--- config.mk ---
export PLATFORM = sky130hd
export DESIGN_NAME = mw_eeprom_host
export DESIGN_NICKNAME = d
export VERILOG_FILES = /design/src/rtl/mw_host_pkg.sv /design/src/rtl/mw_frame_build.sv /design/src/rtl/mw_sk_divider.sv /design/src/rtl/mw_rx_capture.sv /design/src/rtl/mw_eeprom_host.sv
export SDC_FILE = /design/constraint.sdc
export NUM_CORES = 1
export LEC_CHECK = 0
export BUFFER_PORTS_ARGS = -buffer_cell sky130_fd_sc_hd__buf_2
export CORE_ASPECT_RATIO = 0.8
export CORE_MARGIN = 1
export CORE_UTILIZATION = 40
export CTS_CLUSTER_DIAMETER = 100
export DETAILED_ROUTE_END_ITERATION = 8
export PLACE_DENSITY = 0.57
export REMOVE_ABC_BUFFERS = 1
export SETUP_SLACK_MARGIN = 0.4
export SLEW_MARGIN = 20
export SYNTH_ARGS = -nofsm -noshare
export SYNTH_HDL_FRONTEND = slang
export SYNTH_HIERARCHICAL = 1
export SYNTH_SLANG_ARGS = --single-unit
--- constraint.sdc ---
create_clock -name clk -period 7.4 [get_ports clk]
set_clock_uncertainty 0.1 [all_clocks]
set_input_delay 0.74 -clock clk [delete_from_list [all_inputs] [get_ports clk]]
set_output_delay 0.74 -clock clk [all_outputs]
set_load 0.01 [all_outputs]
--- src/rtl/mw_host_pkg.sv ---
package mw_host_pkg;
  localparam int ADDR_W  = 8;
  localparam int DATA_W  = 8;
  localparam int HDR_W   = 3 + 1 + ADDR_W;   // start + opcode + address field
  localparam int FRAME_W = HDR_W + DATA_W;
  localparam int LEN_W   = $clog2(FRAME_W + 1);

  typedef enum logic [2:0] {
    CMD_READ      = 3'd0,
    CMD_WRITE     = 3'd1,
    CMD_ERASE     = 3'd2,
    CMD_WREN      = 3'd3,
    CMD_WRDIS     = 3'd4,
    CMD_ERASE_ALL = 3'd5,
    CMD_WRITE_ALL = 3'd6
  } mw_cmd_e;
endpackage

--- src/rtl/mw_frame_build.sv ---
module mw_frame_build
  import mw_host_pkg::*;
(
  input  logic [2:0]         op,
  input  logic [ADDR_W-1:0]  addr,
  input  logic [DATA_W-1:0]  wdata,
  output logic [FRAME_W-1:0] frame,
  output logic [LEN_W-1:0]   len,
  output logic               is_read,
  output logic               is_prog
);
  localparam int PAD_W = ADDR_W - 1;

  logic [1:0]        opc;
  logic [ADDR_W:0]   afield;
  logic              long_f;

  always_comb begin
    opc     = 2'b00;
    afield  = '0;
    long_f  = 1'b0;
    is_read = 1'b0;
    is_prog = 1'b0;
    case (op)
      CMD_READ:      begin opc = 2'b10; afield = {1'b0, addr}; long_f = 1'b1; is_read = 1'b1; end
      CMD_WRITE:     begin opc = 2'b01; afield = {1'b0, addr}; long_f = 1'b1; is_prog = 1'b1; end
      CMD_ERASE:     begin opc = 2'b11; afield = {1'b0, addr}; is_prog = 1'b1; end
      CMD_WREN:      afield = {2'b11, {PAD_W{1'b0}}};
      CMD_ERASE_ALL: begin afield = {2'b10, {PAD_W{1'b0}}}; is_prog = 1'b1; end
      CMD_WRITE_ALL: begin afield = {2'b01, {PAD_W{1'b0}}}; long_f = 1'b1; is_prog = 1'b1; end
      default:       afield = {2'b00, {PAD_W{1'b0}}};
    endcase
  end

  assign frame = {1'b1, opc, afield, (long_f && !is_read) ? wdata : {DATA_W{1'b0}}};
  assign len   = long_f ? LEN_W'(FRAME_W) : LEN_W'(HDR_W);
endmodule

--- src/rtl/mw_sk_divider.sv ---
module mw_sk_divider #(
  parameter int DIV_W = 8
) (
  input  logic             clk,
  input  logic             rst_n,
  input  logic             run,
  input  logic [DIV_W-1:0] half,
  output logic             tick
);
  logic [DIV_W-1:0] cnt_q;

  assign tick = run && (cnt_q == half);

  always_ff @(posedge clk) begin
    if (!rst_n)            cnt_q <= '0;
    else if (!run || tick) cnt_q <= '0;
    else                   cnt_q <= cnt_q + 1'b1;
  end
endmodule

--- src/rtl/mw_rx_capture.sv ---
module mw_rx_capture #(
  parameter int W = 8
) (
  input  logic         clk,
  input  logic         rst_n,
  input  logic         clear,
  input  logic         take,
  input  logic         din,
  output logic [W-1:0] data
);
  always_ff @(posedge clk) begin
    if (!rst_n)     data <= '0;
    else if (clear) data <= '0;
    else if (take)  data <= {data[W-2:0], din};
  end
endmodule

--- src/rtl/mw_eeprom_host.sv ---
module mw_eeprom_host
  import mw_host_pkg::*;
#(
  parameter int DIV_W = 8,
  parameter int GAP_W = 8,
  parameter int TMO_W = 16
) (
  input  logic              clk,
  input  logic              rst_n,
  input  logic              req_valid,
  output logic              req_ready,
  input  logic [2:0]        req_op,
  input  logic [ADDR_W-1:0] req_addr,
  input  logic [DATA_W-1:0] req_wdata,
  input  logic [DIV_W-1:0]  cfg_half,
  input  logic [GAP_W-1:0]  cfg_gap,
  input  logic [TMO_W-1:0]  cfg_tmo,
  output logic              done,
  output logic [DATA_W-1:0] rsp_rdata,
  output logic              rsp_timeout,
  output logic              mw_cs,
  output logic              mw_sk,
  output logic              mw_di,
  input  logic              mw_do
);
  localparam int CNT_W    = (TMO_W > GAP_W) ? TMO_W : GAP_W;
  localparam int RD_FIRST = HDR_W + 1;
  localparam int RD_LAST  = FRAME_W;

  typedef enum logic [2:0] {ST_IDLE, ST_GAP, ST_SHIFT, ST_GAP2, ST_POLL} st_e;

  st_e                st_q;
  logic [FRAME_W-1:0] frm_d, frm_q;
  logic [LEN_W-1:0]   len_d, len_q, idx_q;
  logic               rd_d, rd_q, pg_d, pg_q, hi_q;
  logic [CNT_W-1:0]   cnt_q;
  logic               tick, accept, cap_en;

  assign req_ready = (st_q == ST_IDLE);
  assign accept    = req_valid && req_ready;

  mw_frame_build u_frame (
    .op(req_op), .addr(req_addr), .wdata(req_wdata),
    .frame(frm_d), .len(len_d), .is_read(rd_d), .is_prog(pg_d)
  );

  mw_sk_divider #(.DIV_W(DIV_W)) u_div (
    .clk(clk), .rst_n(rst_n), .run(st_q == ST_SHIFT), .half(cfg_half), .tick(tick)
  );

  assign cap_en = (st_q == ST_SHIFT) && tick && !hi_q && rd_q &&
                  (idx_q >= LEN_W'(RD_FIRST)) && (idx_q <= LEN_W'(RD_LAST));

  mw_rx_capture #(.W(DATA_W)) u_cap (
    .clk(clk), .rst_n(rst_n), .clear(accept), .take(cap_en), .din(mw_do), .data(rsp_rdata)
  );

  always_ff @(posedge clk) begin
    if (!rst_n) begin
      st_q        <= ST_IDLE;
      frm_q       <= '0;
      len_q       <= '0;
      idx_q       <= '0;
      rd_q        <= 1'b0;
      pg_q        <= 1'b0;
      hi_q        <= 1'b0;
      cnt_q       <= '0;
      done        <= 1'b0;
      rsp_timeout <= 1'b0;
      mw_cs       <= 1'b0;
      mw_sk       <= 1'b0;
      mw_di       <= 1'b0;
    end else begin
      done <= 1'b0;
      case (st_q)
        ST_IDLE: if (accept) begin
          frm_q       <= frm_d;
          len_q       <= len_d;
          rd_q        <= rd_d;
          pg_q        <= pg_d;
          cnt_q       <= '0;
          rsp_timeout <= 1'b0;
          st_q        <= ST_GAP;
        end
        ST_GAP: if (cnt_q == CNT_W'(cfg_gap)) begin
          mw_cs <= 1'b1;
          mw_sk <= 1'b0;
          hi_q  <= 1'b0;
          idx_q <= '0;
          mw_di <= frm_q[FRAME_W-1];
          st_q  <= ST_SHIFT;
        end else cnt_q <= cnt_q + 1'b1;
        ST_SHIFT: if (tick) begin
          if (!hi_q) begin
            if (idx_q == len_q) begin
              mw_cs <= 1'b0;
              mw_di <= 1'b0;
              cnt_q <= '0;
              if (pg_q) st_q <= ST_GAP2;
              else begin
                done <= 1'b1;
                st_q <= ST_IDLE;
              end
            end else begin
              mw_sk <= 1'b1;
              hi_q  <= 1'b1;
            end
          end else begin
            mw_sk <= 1'b0;
            hi_q  <= 1'b0;
            idx_q <= idx_q + 1'b1;
            frm_q <= frm_q << 1;
            mw_di <= frm_q[FRAME_W-2];
          end
        end
        ST_GAP2: if (cnt_q == CNT_W'(cfg_gap)) begin
          mw_cs <= 1'b1;
          cnt_q <= '0;
          st_q  <= ST_POLL;
        end else cnt_q <= cnt_q + 1'b1;
        ST_POLL: if (mw_do || cnt_q == CNT_W'(cfg_tmo)) begin
          mw_cs       <= 1'b0;
          done        <= 1'b1;
          rsp_timeout <= !mw_do;
          st_q        <= ST_IDLE;
        end else cnt_q <= cnt_q + 1'b1;
        default: st_q <= ST_IDLE;
      endcase
    end
  end

  // ---------------- checker support and assertions ----------------
  logic [GAP_W:0]   low_run;
  logic [LEN_W-1:0] edge_cnt;
  logic             sk_d;

  always_ff @(posedge clk) begin
    if (!rst_n) begin
      low_run  <= '0;
      edge_cnt <= '0;
      sk_d     <= 1'b0;
    end else begin
      sk_d <= mw_sk;
      if (mw_cs) low_run <= '0;
      else if (low_run != '1) low_run <= low_run + 1'b1;
      if (!mw_cs) edge_cnt <= '0;
      else if (mw_sk && !sk_d) edge_cnt <= edge_cnt + 1'b1;
    end
  end


  sk_inside_cs_chk: assert property (@(posedge clk) disable iff (!rst_n)
    mw_sk |-> mw_cs);


  di_hold_high_chk: assert property (@(posedge clk) disable iff (!rst_n)
    (mw_sk && sk_d) |-> $stable(mw_di));


  cs_guard_chk: assert property (@(posedge clk) disable iff (!rst_n)
    $rose(mw_cs) |-> (low_run > {1'b0, cfg_gap}));


  frame_edges_chk: assert property (@(posedge clk) disable iff (!rst_n)
    $fell(mw_cs) |-> (edge_cnt == '0 || edge_cnt == LEN_W'(HDR_W) || edge_cnt == LEN_W'(FRAME_W)));


  done_single_chk: assert property (@(posedge clk) disable iff (!rst_n)
    done |=> !done);


  ready_at_done_chk: assert property (@(posedge clk) disable iff (!rst_n)
    done |-> req_ready);
endmodule

== Yosys cells after proc, flatten, opt, wreduce, memory -nomap -nowiden ==
Cells that the tools add are included.
Widths: inputs -> output; s select.

* Muxes and demuxes: 60
* Multipliers: 0
* Reductions and logical operators: 37
* $lt $le $gt $ge: 2
* Equal/unequal tests: 26
* Bitwise operators: 1
* Divide/modulo/power cells: 0
* Add/subtract/negate cells: 3
* Shifts and indexed selects: 0

{| class="wikitable"
|+ Operators by type and width
! operator !! number
|-
| $mux 16 || 7
|-
| $pmux 16 s5 || 1
|-
| $mux 20 || 3
|-
| $pmux 20 s2 || 1
|-
| $pmux 9 s4 || 1
|-
| $mux 1 || 25
|-
| $mux 3 || 7
|-
| $mux 5 || 4
|-
| $ne 2x2->1 const B || 9
|-
| $add 16x1->16 const B || 1
|-
| $eq 16x16->1 || 1
|-
| $eq 16x8->1 || 1
|-
| $reduce_and 4->1 || 4
|-
| $pmux 3 s5 || 1
|-
| $reduce_and 7->1 || 2
|-
| $eq 3x2->1 const B || 4
|-
| $pmux 1 s2 || 5
|-
| $pmux 5 s2 || 1
|-
| $eq 3x3->1 const B || 3
|-
| $add 8x1->8 const B || 1
|-
| $eq 8x8->1 || 1
|-
| $logic_and 1x1->1 || 8
|-
| $mux 8 || 1
|-
| $eq 3x1->1 const B || 2
|-
| other kinds (22) || 35
|}

* Output and inout port bits: 14
* Input bits: 55
* Bits in writable memories: 0
* Flip-flop bits (word level): 73
* Latch bits: 0
* Bits in read-only memories: 0
* Memories: 0
* Word-level logic and storage cells: 144

== Longest topological paths before layout ==
Gate-level depths: netlist of run 1.

* Word-level depth: 7
* Depth in mapped cells: 12
* Gate-level depth less buffers: 9

== Modules after synthesis ==
The synthesis of run 1 kept the hierarchy.

{| class="wikitable"
|+ Modules (own cells, without submodules)
! module !! instances !! sequential area each (µm²) !! cells an instance !! area an instance (µm²)
|-
| mw_eeprom_host || 1 || 1141.1 || 409 || 3184.3
|-
| mw_sk_divider || 1 || 160.2 || 45 || 466.7
|-
| mw_frame_build || 1 || 0.0 || 40 || 299.0
|-
| mw_rx_capture || 1 || 160.2 || 27 || 292.8
|}

== Least setup slack after synthesis of run 1 ==
OpenSTA, ideal clock, no wires.

* Path type: reg2reg
* Start point: reg st_q[1]
* End point: reg, netlist name cnt_q[11]
* Path slack: 4.166 ns
* Buffers on the path: 4
* Period minus slack after synthesis: 3.234 ns
* Library setup time: 0.122 ns
* Arrival: 3.012 ns
* Stages on the path, launching flop included: 13
* Data required time: 7.178 ns
* Path through: dfxtp_1 > buf_2 > inv_2 > or3_1 > buf_2 > inv_2 > clkbuf_1 > and3_1 > a41oi_2 > or4b_1 > buf_2 > o21a_4 > a221o_1

{| class="wikitable"
|+ RTL lines
! what !! RTL line !! source
|-
| start, declared || mw_eeprom_host.sv:32 || <nowiki>st_e st_q;</nowiki>
|-
| start signal, assigned || mw_eeprom_host.sv:60 || <nowiki>st_q <= ST_IDLE;</nowiki>
|-
| start signal, assigned || mw_eeprom_host.sv:83 || <nowiki>st_q <= ST_GAP;</nowiki>
|-
| start signal, assigned || mw_eeprom_host.sv:91 || <nowiki>st_q <= ST_SHIFT;</nowiki>
|}

==> impl_metrics.toml, run 1 <==
[clock_tree]
cts_hold_buf = 0
cts-resized-gates = 0
cts-root-buf = "clkbuf_16"
cts_max_path_buffers = 2
cts_sinks = 73
post_cts_buffers = 0
cts_made_buffers = 9
htreeDepth = 3
clk_pin_slew_ns = 0.06
clk_latency_ns = 0.33
cts_tree = "done"

[logic_synthesis]
synth_top_flop_cell = "dfxtp_1"
synth_edf_count = 0
syn_area_per_cell_um2 = 8.14
synth_seq_cells = 73
async_reset_ff_share_pct = 0
netlist_top_cells_area = "dfxtp_1 34%, nand2_1 8.1%, xor2_1 7.2%"
synth_top_area_share_pct = 34.4
ys_seq_area_share_pct = 34.4
synth.distinct_cells = 68
synth.cell_area_um2 = 4240
synth_cells = 521
yosys_warnings = 6
synth_top_area_cell = "dfxtp_1"

[drt]
drtIter0Drc = 193
wirelength_um = 10200
vias = 3719
drtPass1Iterations = 5
post_drt_via_cell_ratio = 5.25
antenna_left = 0
wl_per_cell_um = 14.4
drc = 0

[critical_path]
critical_path_class = "reg2reg"
timing.rr.end = "cnt_q[15]"
cp.arrival_ns = 4.18
startpoint_type = "flip-flop"
cp_max_fo = 28
crit_path_end_kind = "flip-flop"
r2r_slack_ns = 3.34
rr_worst_depth = 8
worstPathRequired_ns = 7.52
r2r-start = "st_q[1]"

[timing]
setup_viol = 0
fin_crit_sh_pct = 54.9
setup_tns_ns = 0
tightest_slew_ns = 0.934
slew_headroom_pct = 37.8
fin_crit_ns = 4.06
finalHoldViolCount = 0
fmax_mhz = 246
final_max_slew_viol_count = 0
rsz0062_at_grt = "false"

[run]
drv_cap = 0

[die]
die_width_um = 117
io_pins = 69
core-area_um2 = 10300
rows = 33
initial_core_util_pct = 41.3
die_area_um2 = 11000
fp.dieH_um = 94.1

[finish]
syn_to_final_growth_pct = 15.6
drive_gt1_share_pct = 20.6
fillCellCount = 996
final_area_um2 = 4900
nNetsFinal = 624
antenna_cells = 0
final_util_pct = 47.7

[min_path]
hold_path.startpoint = "rd_q"
worstHoldPathCells = 2
hp-class = "reg2reg"
hold-path-endpoint = "rd_q"

[power_and_ir_drop]
power_density_nw_per_um2 = 202
leakagePower_nw = 1.92
peakVddDrop_uv = 113
p_total_mw = 0.990

[placed_design]
place_hpwl_um = 7380
port_buffers = 68
gp_congestion = 0.801
dpl-instance-area_um2 = 4570

[grt]
gr-total-overflow = 0
antenna_found_initial = 0
grt_pass1_wl_um = 17200
grt_max_degree = 40
grt_pass1_vias = 3432
track_usage_pct = 20.0

[status]
status = "finished, final reports clean"
layout make-up:
type / instances / area (um^2) / share of cell area [%]
clock buffers: 11 / 253 / 5.15
clock inverters: 5 / 77.6 / 1.58
flip-flops and latches: 73 / 1460 / 29.8
well taps: 140 / 175 / 3.57
repair buffers: 71 / 363 / 7.40
inverters: 10 / 37.5 / 0.765
multi-input cells: 399 / 2540 / 51.7
worst max path at each step:
stage / start / to / slack [ns] / depth (start not counted)
floorplan: st_q[1] / frm_q[0] / 3.58 / 8
finish: st_q[1] / cnt_q[15] / 3.34 / 8
global placement: st_q[1] / cnt_q[14] / 3.50 / 8
global route: st_q[1] / cnt_q[15] / 3.10 / 8
detailed placement: st_q[1] / cnt_q[15] / 3.38 / 8
CTS: st_q[1] / cnt_q[15] / 3.34 / 8
cell usage in the layout, fill, tap and decap left out, types with 3 or more instances in the layout:
cell       instances
a211oi_1          10
a21boi_2           8
a21oi_1           18
a221o_1            6
a311oi_1          20
and2_1             8
and3_1            11
buf_2             68
buf_4              3
clkbuf_16          9
conb_1             4
dfxtp_1           73
ha_1               5
inv_1              7
mux2i_1           10
nand2_1           92
nand2b_1           4
nand3_1           16
nor2_1            54
nor3_1             6
nor4_1            11
o21ai_0            6
o21ai_1            3
o2bb2ai_1          4
or2_2              4
or3_1              6
xnor2_1           10
xor2_1            35
cell families (layout without fill, tap and decap cells):
family                   Yosys count  count (layout)  synth area share (%)
flip-flops                        73              73                  34.4
multiplexers                      11              11                  2.62
AO/OA/AOI/OAI                    102             102                  19.3
buffers and inverters             51              97                  6.02
XOR/XNOR                          45              45                  9.29
AND/OR/NAND/NOR                  232             232                  26.7
other                              2               4                 0.177
adder cells (fa/ha/maj)            5               5                  1.47
layer usage:
metal | vias to the layer above | GRT usage [%] | wire length, um
met4 | 0 | 5.17 | 86
met5 | - | 0 | 0
met1 | 1709 | 30.2 | 5350
met3 | 8 | 3.87 | 467
met2 | 90 | 28.4 | 4310
li1 | 1912 | - | -
state kept, by name, indices dropped and copies added (netlist names):
name         cells
mw_sk            1
rsp_timeout      1
mw_di            1
idx_q            5
rd_q             1
cnt_q           16
u_cap/data       8
pg_q             1
u_div/cnt_q      8
mw_cs            1
frm_q           20
len_q            5
st_q             3
hi_q             1
done             1
metrics by stage:
stage / worst slack [ns] / instances / hold WS (ns)
floorplan: 3.58 / 482 / 0.332
global placement: 3.50 / 693 / 0.341
detailed placement: 3.38 / 693 / 0.361
CTS: 3.34 / 709 / 0.369
global route: 3.10 / 709 / 0.395
finish: 3.34 / 709 / 0.367
Yosys cell counts, types with 4 or more instances:
cell type / n
a211oi_1: 10
a21boi_2: 8
a21oi_1: 19
a221o_1: 6
a311oi_1: 20
and2_1: 8
and3_1: 11
buf_2: 16
buf_4: 5
clkbuf_1: 15
dfxtp_1: 73
ha_1: 5
inv_1: 7
mux2i_1: 10
nand2_1: 92
nand2b_1: 4
nand3_1: 16
nor2_1: 54
nor3_1: 6
nor4_1: 11
o21ai_0: 6
o2bb2ai_1: 4
or2_2: 4
or3_1: 6
xnor2_1: 10
xor2_1: 35
power breakdown:
part | internal, mW | leakage [nW] | switching (mW)
clock network | 0.312 | 0.162 | 0.165
registers | 0.406 | 0.593 | 0.00876
logic | 0.0407 | 1.17 | 0.0574
total | 0.759 | 1.92 | 0.231
critical path, stage by stage, from the launching register on:
cell     delay [ns]
dfxtp_1        0.48
inv_2          0.11
or3_1          0.75
inv_2          0.55
and3_1         0.39
a41oi_2        0.22
or4b_1         0.70
o21a_4         0.30
a221o_1        0.34
Power figures use the tool's default switching activity.
==> inputs of run 2 (changes only) <==
Settings changed: PLACE_DENSITY 0.57 to 0.59.
Clock period 7.4 ns to 3.55 ns, I/O delays scaled along.
==> impl_metrics.toml, run 2 (synthesis results as in run 1) <==
[grt]
gr-total-overflow = 0
grt_pass1_wl_um = 16400
grt_max_degree = 40
track_usage_pct = 19.1
grt_pass1_vias = 3366
antenna_found_initial = 0

[power_and_ir_drop]
p_int_mw = 1.55
leakagePower_nw = 1.94
swShare_pct = 24.3
p_total_mw = 2.04
p_comb_share_pct = 10.0
clock_power_share_pct = 47.7
netSwitchingPower_mw = 0.496
power_density_nw_per_um2 = 415
peakVddDrop_uv = 268
pwr-share-seq_pct = 42.3

[drt]
drtPass1Iterations = 4
vias = 3763
drc = 0
wirelength_um = 9760
antenna_left = 0
drtIter0Drc = 240
wl_per_cell_um = 13.7
post_drt_via_cell_ratio = 5.28

[timing]
setup_viol = 0
slew_headroom_pct = 56.1
worst_slack_ns = 0.570
fmax_mhz = 336
final_max_slew_viol_count = 0
fin_crit_ns = 2.98
tightest_slew_ns = 0.656
hold_ws_ns = 0.237
fin_crit_sh_pct = 83.9
finalHoldViolCount = 0
rsz0062_at_grt = "false"

[die]
fp.dieH_um = 94.1
io_pins = 69
die_width_um = 117
die_area_um2 = 11000
initial_core_util_pct = 41.3
core-area_um2 = 10300
rows = 33

[critical_path]
cp_num_buf_inv = 2
cp.depth = 8
rr_worst_depth = 8
crit_path_end_kind = "flip-flop"
path_common_cell = "inv_2"
startpoint_type = "flip-flop"
cp_max_fo = 9
critPathLaunch = "st_q[1]"
cp.arrival_ns = 3.11
worstPathRequired_ns = 3.67
r2r-start = "st_q[1]"
crit_chain = "inv_2 > or3_1 > inv_2 > and3_1 > a41oi_2 > or4b_4 > o21a_4 > a221o_1"
cpLargestDelayFamily = "simple AND/OR/NAND/NOR gates"
critical_path_class = "reg2reg"
slowest_stage = "or4b_4"
slowest_delay_ns = 0.59

[clock_tree]
clk_pin_slew_ns = 0.06
cts_hold_buf = 0
cts_sinks = 73
post_cts_buffers = 0
cts_tree = "done"
clk_latency_ns = 0.34
cts_max_path_buffers = 2
htreeDepth = 3
cts_made_buffers = 9
cts-root-buf = "clkbuf_16"

[finish]
final_common_cell = "nand2_1"
largest_register_ffs = 20
nNetsFinal = 628
final_cell_mix = "92 x nand2_1, 73 x dfxtp_1, 68 x buf_2"
syn_to_final_growth_pct = 16.2
reg_top3 = "frm_q: 20 flops, cnt_q: 16 flops"
fillCellCount = 1011
largest-register = "frm_q"
antenna_cells = 0
drive_gt1_share_pct = 21.3

[placed_design]
gp_congestion = 0.815
place_hpwl_um = 7200
pre_cts_slack_ns = 0.501
port_buffers = 68

[min_path]
worstHoldPathCells = 3
hold_path.startpoint = "mw_do"
hp-class = "in2reg"

[status]
status = "finished, final reports clean"

[run]
drv_cap = 0
[run 2: cell count changes in the layout (fill, tap and decap cells not counted), sizes merged]
cell    before  now
buf         71   75
clkbuf      11    9
clkinv       3    5
[run 2: power groups by stage]
stage                     sequential [mW]  clock [mW]  combinational, mW
after CTS                           0.865       0.998              0.204
after global routing                0.869        1.03              0.229
after global placement              0.882           0              0.201
after floorplan                     0.879           0              0.130
final                               0.865       0.975              0.204
after detailed placement            0.883           0              0.203
[run 2: what timing repair did]
action / in CTS / in global routing
hold endpoints to repair: 0 / 0
gates resized for setup: 0 / 1
endpoints found under the setup margin: 0 / 7
[run 2: cell type report]
class                      count  area, um^2  share of cell area [%]
clock buffer                   9         225                    4.57
clock inverter                 7        95.1                    1.93
inverter                      10        37.5                   0.762
multi-input combinational    399        2540                    51.6
sequential                    73        1460                    29.7
tap                          140         175                    3.55
timing repair buffer          75         393                    7.97
[run 2: worst paths after layout]
kind | endpoint | slack, ns
setup / recovery | cnt_q[12] | 0.57
hold / removal | u_cap/data[0] | 0.24
setup reg to reg | cnt_q[12] | 0.57
hold reg to reg | rd_q | 0.35
[run 2: metal layers]
layer | wire length, um | vias up | track usage (%)
met4 | 108 | 0 | 5.70
met1 | 5030 | 1747 | 26.8
met2 | 4210 | 80 | 28.1
met5 | 0 | - | 0
met3 | 423 | 11 | 5.23
li1 | - | 1925 | -
[run 2: worst min-delay path, delay by kind of cell]
family                 cells  cell delay [ns]
and+or+nand+nor            1             0.07
buffers and inverters      1             0.13
muxes                      1             0.08
[run 2: metrics by stage]
| step | setup TNS (ns) | utilization [%] | std cells | cell area, um^2 |
|---|---|---|---|---|
| 2_1_floorplan | -4.86 | - | 482 | 4030 |
| 3_3_place_gp | 0 | 44.8 | 697 | 4600 |
| 3_5_place_dp | 0 | 44.8 | 697 | 4600 |
| 4_1_cts | 0 | 47.9 | 713 | 4920 |
| 5_1_grt | 0 | 47.9 | 713 | 4930 |
| 6_report | 0 | 47.9 | 713 | 4930 |
